### src/rtl/spi_ctl_pkg.sv
package spi_ctl_pkg;
  typedef enum logic [2:0] {
    ST_IDLE,
    ST_HDR,
    ST_PTR,
    ST_WDATA,
    ST_RDATA,
    ST_SKIP
  } frame_st_e;
endpackage

### src/rtl/spi_ctl_sync_bit.sv
module spi_ctl_sync_bit #(
  parameter int   STAGES  = 2,
  parameter logic RST_VAL = 1'b0
) (
  input  logic clk,
  input  logic rst_n,
  input  logic d,
  output logic q
);
  logic [STAGES-1:0] pipe;

  always_ff @(posedge clk or negedge rst_n) begin
    if (!rst_n) pipe <= {STAGES{RST_VAL}};
    else        pipe <= {pipe[STAGES-2:0], d};
  end

  assign q = pipe[STAGES-1];
endmodule

### src/rtl/spi_ctl_sync.sv
module spi_ctl_sync #(
  parameter int STAGES = 2
) (
  input  logic clk,
  input  logic rst_n,
  input  logic cs_n_i,
  input  logic sclk_i,
  input  logic mosi_i,
  output logic cs_n_o,
  output logic mosi_o,
  output logic sclk_rise,
  output logic sclk_fall,
  output logic cs_fall
);
  localparam int NSIG = 3;

  logic [NSIG-1:0] raw, synced;
  logic            cs_prev, sclk_prev;

  assign raw = {mosi_i, sclk_i, cs_n_i};

  for (genvar i = 0; i < NSIG; i++) begin : g_sync
    spi_ctl_sync_bit #(
      .STAGES (STAGES),
      .RST_VAL((i == 0) ? 1'b1 : 1'b0)
    ) u_bit (
      .clk  (clk),
      .rst_n(rst_n),
      .d    (raw[i]),
      .q    (synced[i])
    );
  end

  always_ff @(posedge clk or negedge rst_n) begin
    if (!rst_n) begin
      cs_prev   <= 1'b1;
      sclk_prev <= 1'b0;
    end else begin
      cs_prev   <= synced[0];
      sclk_prev <= synced[1];
    end
  end

  assign cs_n_o    = synced[0];
  assign mosi_o    = synced[2];
  assign sclk_rise = synced[1] & ~sclk_prev;
  assign sclk_fall = ~synced[1] & sclk_prev;
  assign cs_fall   = ~synced[0] & cs_prev;
endmodule

### src/rtl/spi_ctl_regfile.sv
module spi_ctl_regfile #(
  parameter int IDX_W  = 7,
  parameter int BYTE_W = 8
) (
  input  logic              clk,
  input  logic              rst_n,
  input  logic              wr_en,
  input  logic [IDX_W-1:0]  wr_idx,
  input  logic [BYTE_W-1:0] wr_data,
  input  logic [IDX_W-1:0]  a_idx,
  output logic [BYTE_W-1:0] a_data,
  input  logic [IDX_W-1:0]  b_idx,
  output logic [BYTE_W-1:0] b_data
);
  localparam int DEPTH = 1 << IDX_W;

  logic [BYTE_W-1:0] mem [DEPTH];

  always_ff @(posedge clk or negedge rst_n) begin
    if (!rst_n) begin
      for (int i = 0; i < DEPTH; i++) mem[i] <= '0;
    end else if (wr_en) begin
      mem[wr_idx] <= wr_data;
    end
  end

  assign a_data = mem[a_idx];
  assign b_data = mem[b_idx];

  // Checker state: remember the last write and confirm it landed.
  logic              chk_we;
  logic [IDX_W-1:0]  chk_idx;
  logic [BYTE_W-1:0] chk_data;

  always_ff @(posedge clk or negedge rst_n) begin
    if (!rst_n) begin
      chk_we   <= 1'b0;
      chk_idx  <= '0;
      chk_data <= '0;
    end else begin
      chk_we   <= wr_en;
      chk_idx  <= wr_idx;
      chk_data <= wr_data;
    end
  end

  p_write_lands_r4: assert property (@(posedge clk) disable iff (!rst_n)
    chk_we |-> (b_idx != chk_idx) || (b_data == chk_data));
endmodule

### src/rtl/spi_ctl_frame.sv
module spi_ctl_frame
  import spi_ctl_pkg::*;
#(
  parameter int                 IDX_W   = 7,
  parameter int                 BYTE_W  = 8,
  parameter logic [BYTE_W-2:0]  CHIP_ID = 7'b1001111
) (
  input  logic              clk,
  input  logic              rst_n,
  input  logic              cs_n_s,
  input  logic              cs_fall,
  input  logic              sclk_rise,
  input  logic              sclk_fall,
  input  logic              mosi_s,
  output logic              wr_en,
  output logic [IDX_W-1:0]  wr_idx,
  output logic [BYTE_W-1:0] wr_data,
  output logic [IDX_W-1:0]  rd_idx,
  input  logic [BYTE_W-1:0] rd_data,
  output logic              miso,
  output logic              miso_oe
);
  localparam int CNT_W = $clog2(BYTE_W);
  localparam logic [CNT_W-1:0] LAST_BIT = CNT_W'(BYTE_W - 1);

  frame_st_e         state;
  logic [CNT_W-1:0]  bit_cnt;
  logic [BYTE_W-2:0] shreg;
  logic [BYTE_W-1:0] ptr_q;
  logic [BYTE_W-1:0] tx_q;
  logic [BYTE_W-1:0] byte_in;
  logic              last_bit;
  logic              ptr_inc;
  logic [IDX_W-1:0]  ptr_idx;
  logic [IDX_W-1:0]  ptr_next;

  assign byte_in  = {shreg, mosi_s};
  assign last_bit = (bit_cnt == LAST_BIT);
  assign ptr_inc  = ptr_q[BYTE_W-1];
  assign ptr_idx  = ptr_q[IDX_W-1:0];
  assign ptr_next = ptr_idx + IDX_W'(1);

  // The read byte to load next: after the header it is the current index,
  // inside a read burst it is the index the pointer is about to take.
  assign rd_idx  = (state == ST_RDATA && ptr_inc) ? ptr_next : ptr_idx;

  assign wr_en   = sclk_rise && last_bit && !cs_n_s && (state == ST_WDATA);
  assign wr_idx  = ptr_idx;
  assign wr_data = byte_in;

  always_ff @(posedge clk or negedge rst_n) begin
    if (!rst_n) begin
      state   <= ST_IDLE;
      bit_cnt <= '0;
      shreg   <= '0;
      ptr_q   <= '0;
      tx_q    <= '0;
      miso    <= 1'b0;
      miso_oe <= 1'b0;
    end else if (cs_n_s) begin
      state   <= ST_IDLE;
      bit_cnt <= '0;
      shreg   <= '0;
      miso_oe <= 1'b0;
    end else if (state == ST_IDLE) begin
      if (cs_fall) begin
        state   <= ST_HDR;
        bit_cnt <= '0;
      end
    end else begin
      if (sclk_rise) begin
        shreg   <= byte_in[BYTE_W-2:0];
        bit_cnt <= last_bit ? '0 : bit_cnt + CNT_W'(1);
        if (last_bit) begin
          unique case (state)
            ST_HDR: begin
              if (byte_in[BYTE_W-1:1] != CHIP_ID) begin
                state <= ST_SKIP;
              end else if (byte_in[0]) begin
                state <= ST_RDATA;
                tx_q  <= rd_data;
              end else begin
                state <= ST_PTR;
              end
            end
            ST_PTR: begin
              ptr_q <= byte_in;
              state <= ST_WDATA;
            end
            ST_WDATA: begin
              if (ptr_inc) ptr_q[IDX_W-1:0] <= ptr_next;
            end
            ST_RDATA: begin
              if (ptr_inc) ptr_q[IDX_W-1:0] <= ptr_next;
              tx_q <= rd_data;
            end
            default: ;
          endcase
        end
      end
      if (sclk_fall && state == ST_RDATA) begin
        miso    <= tx_q[BYTE_W-1];
        tx_q    <= {tx_q[BYTE_W-2:0], 1'b0};
        miso_oe <= 1'b1;
      end
    end
  end

  p_miso_on_fall_r1: assert property (@(posedge clk) disable iff (!rst_n)
    !$stable(miso) |-> $past(sclk_fall));

  p_skip_inert_r2: assert property (@(posedge clk) disable iff (!rst_n)
    (state == ST_SKIP) |-> (!wr_en && !miso_oe));

  p_write_quiet_r5: assert property (@(posedge clk) disable iff (!rst_n)
    (state == ST_PTR || state == ST_WDATA) |-> !miso_oe);

  p_fixed_ptr_r6: assert property (@(posedge clk) disable iff (!rst_n)
    (state == ST_RDATA && !ptr_inc) |=> $stable(ptr_q));

  p_first_fall_r8: assert property (@(posedge clk) disable iff (!rst_n)
    (state == ST_RDATA && sclk_fall && !cs_n_s) |=> miso_oe);

  p_idle_quiet_r9: assert property (@(posedge clk) disable iff (!rst_n)
    (state == ST_IDLE) |-> !miso_oe);
endmodule

### src/rtl/spi_ctl_port.sv
module spi_ctl_port #(
  parameter int                IDX_W       = 7,
  parameter int                BYTE_W      = 8,
  parameter logic [BYTE_W-2:0] CHIP_ID     = 7'b1001111,
  parameter int                SYNC_STAGES = 2
) (
  input  logic              clk,
  input  logic              rst_n,
  input  logic              spi_cs_n,
  input  logic              spi_sclk,
  input  logic              spi_mosi,
  output logic              spi_miso,
  output logic              spi_miso_oe,
  output logic              spi_mode,
  input  logic [IDX_W-1:0]  cfg_idx,
  output logic [BYTE_W-1:0] cfg_data
);
  logic              cs_n_s, mosi_s, sclk_rise, sclk_fall, cs_fall;
  logic              wr_en;
  logic [IDX_W-1:0]  wr_idx, rd_idx;
  logic [BYTE_W-1:0] wr_data, rd_data;
  logic              mode_q;

  spi_ctl_sync #(.STAGES(SYNC_STAGES)) u_sync (
    .clk      (clk),
    .rst_n    (rst_n),
    .cs_n_i   (spi_cs_n),
    .sclk_i   (spi_sclk),
    .mosi_i   (spi_mosi),
    .cs_n_o   (cs_n_s),
    .mosi_o   (mosi_s),
    .sclk_rise(sclk_rise),
    .sclk_fall(sclk_fall),
    .cs_fall  (cs_fall)
  );

  spi_ctl_frame #(
    .IDX_W  (IDX_W),
    .BYTE_W (BYTE_W),
    .CHIP_ID(CHIP_ID)
  ) u_frame (
    .clk      (clk),
    .rst_n    (rst_n),
    .cs_n_s   (cs_n_s),
    .cs_fall  (cs_fall),
    .sclk_rise(sclk_rise),
    .sclk_fall(sclk_fall),
    .mosi_s   (mosi_s),
    .wr_en    (wr_en),
    .wr_idx   (wr_idx),
    .wr_data  (wr_data),
    .rd_idx   (rd_idx),
    .rd_data  (rd_data),
    .miso     (spi_miso),
    .miso_oe  (spi_miso_oe)
  );

  spi_ctl_regfile #(
    .IDX_W (IDX_W),
    .BYTE_W(BYTE_W)
  ) u_regs (
    .clk    (clk),
    .rst_n  (rst_n),
    .wr_en  (wr_en),
    .wr_idx (wr_idx),
    .wr_data(wr_data),
    .a_idx  (rd_idx),
    .a_data (rd_data),
    .b_idx  (cfg_idx),
    .b_data (cfg_data)
  );

  always_ff @(posedge clk or negedge rst_n) begin
    if (!rst_n)       mode_q <= 1'b0;
    else if (cs_fall) mode_q <= 1'b1;
  end

  assign spi_mode = mode_q;

  p_mode_sticky_r10: assert property (@(posedge clk) disable iff (!rst_n)
    mode_q |=> mode_q);

  p_mode_needs_fall_r10: assert property (@(posedge clk) disable iff (!rst_n)
    $rose(mode_q) |-> $past(cs_fall));
endmodule

### config.mk
export PLATFORM = sky130hd
export DESIGN_NAME = spi_ctl_port
export DESIGN_NICKNAME = d
export VERILOG_FILES = /design/src/rtl/spi_ctl_pkg.sv /design/src/rtl/spi_ctl_sync_bit.sv /design/src/rtl/spi_ctl_sync.sv /design/src/rtl/spi_ctl_regfile.sv /design/src/rtl/spi_ctl_frame.sv /design/src/rtl/spi_ctl_port.sv
export SDC_FILE = /design/constraint.sdc
export NUM_CORES = 2
export LEC_CHECK = 0
export BUFFER_PORTS_ARGS = -buffer_cell sky130_fd_sc_hd__buf_4
export CORE_MARGIN = 1.5
export CORE_UTILIZATION = 40
export CTS_CLUSTER_SIZE = 25
export DETAILED_ROUTE_END_ITERATION = 7
export PLACE_DENSITY = 0.65
export SLEW_MARGIN = 10
export SYNTH_ARGS = -nofsm -noshare
export SYNTH_HDL_FRONTEND = slang
export SYNTH_SLANG_ARGS = --single-unit
### constraint.sdc
create_clock -name clk -period 3.95 [get_ports clk]
set_clock_uncertainty 0.15 [all_clocks]
set_input_delay 0.79 -clock clk [delete_from_list [all_inputs] [get_ports clk]]
set_output_delay 0.79 -clock clk [all_outputs]
set_load 0.01 [all_outputs]
==> results.md <==
- Run status: finished with violations
- Violated checks: negative setup slack
- Root Buffer: clkbuf_16
- Critical path's top delay family: multiplexers
- Crit path time final: 4.37 ns
- Global-route wire length before repair: 314000 um
- Die area: 149000 um^2
- DRC: 0
- Synth area leaders: dfrtp_1, mux2_2, mux4_2
- Final hold vios: 0
- GRT Total Usage: 28.5%
- Vias: 45700
- Routed length per placed instance: 31.7 um
- Area Overhead vs Synth: 16.1%
- Min-Delay Path Depth: 0
- Critical Path Fanout Max: 7
- Chip width: 386 um
- FF-to-FF End: u_frame.tx_q[2]
- Synthesized area: 58800 um^2
- Slowest CP cell: mux4_2
- Worst-margin pin slew: 1.25 ns
- CTS clk-pin slew, worst paths: 0.06 ns
- Final HPWL DP: 145000 um
- Vias in the first global route: 44600
- Ports: 23
- Tcrit/Tclk final: 111%
- Endpoint, Worst Hold: u_sync.g_sync[1].u_bit.pipe[1]
- FF+latch count, synth: 1064
- Max-cap check violation count: 0
- Commonest cells after routing, fill and taps aside: dfrtp_1, mux2_2, buf_4, mux4_2, nand2_1
- Async S/R FF share, synth: 100%
- HP Start: u_sync.g_sync[1].u_bit.pipe[0]
- Clk_lat worst skew: 0.78 ns
- Worst EP required: 3.01 ns
- Slew Limit Fails: 0
- Max Freq: 229 MHz
- Buffers & Inverters on Critical Path: 4
- Critical path capture point type: output pin
- WL final: 214000 um
- Number of buffers created by CTS: 110
- Worst slew margin: 16.9%
- CTS sink count: 1064
- Largest net degree at the start of global routing: 132
- Worst-case reg-to-reg path depth: 10
- Maximum VDD drop: 340 uV
- Detail Route Antenna Nets: 0
- Core area: 146000 um^2
- DRT Pass-1 Iters: 6
- Critical Path Start Type: input port
- Hold/Removal Path Class: flop to flop
- Grt ovf: 0
- Post-synth top area share: 45.2%
- Largest area contributor in the netlist: dfrtp_1
- P_leak: 30.1 nW
- Syn Nets: 4575
- Fillers: 12900
- Via density: 6.77
- Htree depth: 3
- CTS tree: done
- Synth Flop Type: dfrtp_1
- Post-Synthesis Cells: 4560
- Commonest non-fill, non-tap cell in the layout: dfrtp_1
- Port-buffer cells: 22
- Final setup vio count: 9
- Die Ht: 386 um
- FF-to-FF Start: u_frame.state[0]
- Antenna violations before repair: 7
- Synth unique cells: 78
- P per Cell Area: 327 nW/um^2
- RSZ-0062 raised after global routing: true
- Pwr Total: 0.0223 W
- Yosys warns: 0
- Share of layout cells above drive strength 1: 44.2%
- Rows: 140
- Initial Util: 40.3%
- EDFF count, synth: 0
- # diodes: 0
- Clk buf depth: 3
- Worst Path Class, Setup: input port to output pin
- Crit path top cell by count: mux4_2
- Seq/Total Area, Yosys: 45.3%
- R2r setup slk: -0.07 ns
- Gpl congestion: 0.975
- Finished Core Util: 46.8%
- CP cell instances: buf_16 > buf_12 > buf_16 > mux4_2 > mux4_2 > mux4_2 > mux2_4 > buf_6
- Crit path DAT: 3.43 ns
- Starting DRT DRC Count: 6561
- Final hold slack: 0.198 ns
- Avg Cell Area, Syn: 12.9 um^2
- Nets: 4766
- Slack of the critical path: -0.420 ns
- Crit-path max cell delay: 0.65 ns
==> power breakdown <==
part | switching, W | internal, W
logic | 0.000570 | 0.000348
clock network | 0.00460 | 0.00588
registers | 0.0000181 | 0.0109
==> sequential cells by signal, summed over array words and instances (netlist names) <==
register and flops:
u_sync.cs_prev 1, u_frame.tx_q 8, u_frame.miso 1, u_frame.bit_cnt 3, u_frame.state 3, u_frame.shreg 7, u_regs.mem 1024, u_sync.g_sync.u_bit.pipe 6
u_sync.sclk_prev 1, u_frame.ptr_q 8, u_frame.miso_oe 1, spi_mode 1
==> how the worst max path moves through the flow <==
stage	start	end	slack, ns	cells after the start
global route	cfg_idx[1]	cfg_data[4]	-0.40	8
CTS	u_regs.mem[133]	cfg_data[5]	-0.36	5
finish	cfg_idx[0]	cfg_data[4]	-0.42	8
global placement	cfg_idx[0]	cfg_data[4]	-0.47	8
detailed placement	cfg_idx[0]	cfg_data[6]	-0.48	7
floorplan	cfg_idx[2]	cfg_data[0]	0.003	5
==> Yosys cell counts, types with 7 or more instances <==
library cell  number
clkbuf_1         237
nor2_2            10
nor3_1            32
o311ai_0           9
o21ai_0           89
o22a_1             9
nand3_1           50
buf_2            123
buf_1             42
nor2_1           180
o31ai_1            7
nand2b_1          10
or3_1             10
mux4_2           381
nand4_1            7
a311oi_1          31
buf_4             17
o22ai_1          180
o211ai_1          11
dfrtp_1         1061
mux2i_1          126
a211oi_1          79
nand2_1          346
inv_1             10
nor2b_1           10
a21oi_1           86
a221oi_1          30
a32oi_1            8
o221ai_1         137
a31oi_1           75
a2111oi_0         11
nor4_1            20
mux2_2          1031
and2_1             9
==> routing by layer <==
metal / GRT usage [%] / vias up / routed length [um]
li1: - / 18100 / -
met1: 37.9 / 23600 / 82000
met2: 42.6 / 3226 / 94800
met3: 7.05 / 736 / 23300
met4: 16.0 / 8 / 14000
met5: 0 / - / 52
==> per-stage QoR <==
stage	cells	area [um^2]	TNS, ns	worst slack (ns)
2_1_floorplan	4560	59000	0	0.00287
3_3_place_gp	6522	63900	-3.71	-0.466
3_5_place_dp	6522	63900	-3.84	-0.483
4_1_cts	6746	68200	-2.69	-0.355
5_1_grt	6747	68300	-3.04	-0.404
6_report	6747	68300	-3.17	-0.420
==> timing repair <==
item                                   4_1_cts  5_1_grt
endpoints found under the hold margin       47        0
setup endpoints to repair                    9       12
hold buffers                                 4        0
gates cloned                                11        1
buffers inserted                            18        1
resized for setup                           56       10
==> cells by family after synthesis <==
logic type | share of synthesized area (%)
AO/OA/AOI/OAI | 9.58
XOR/XNOR | 0.179
adder cells (fa/ha/maj) | 0.0639
buffers and inverters | 3.14
flip-flops | 45.3
multiplexers | 36.5
AND/OR/NAND/NOR | 5.24
==> cell type report <==
cell class,instances,area (um^2),area share [%]
repair buffers,499,5090,7.46
inverters,11,42.5,0.0623
clock inverters,36,349,0.511
multi-input cells,3065,30500,44.7
well taps,1917,2400,3.51
flip-flops and latches,1064,26700,39.1
clock buffers,155,3200,4.69
Power figures use the tool's default switching activity.
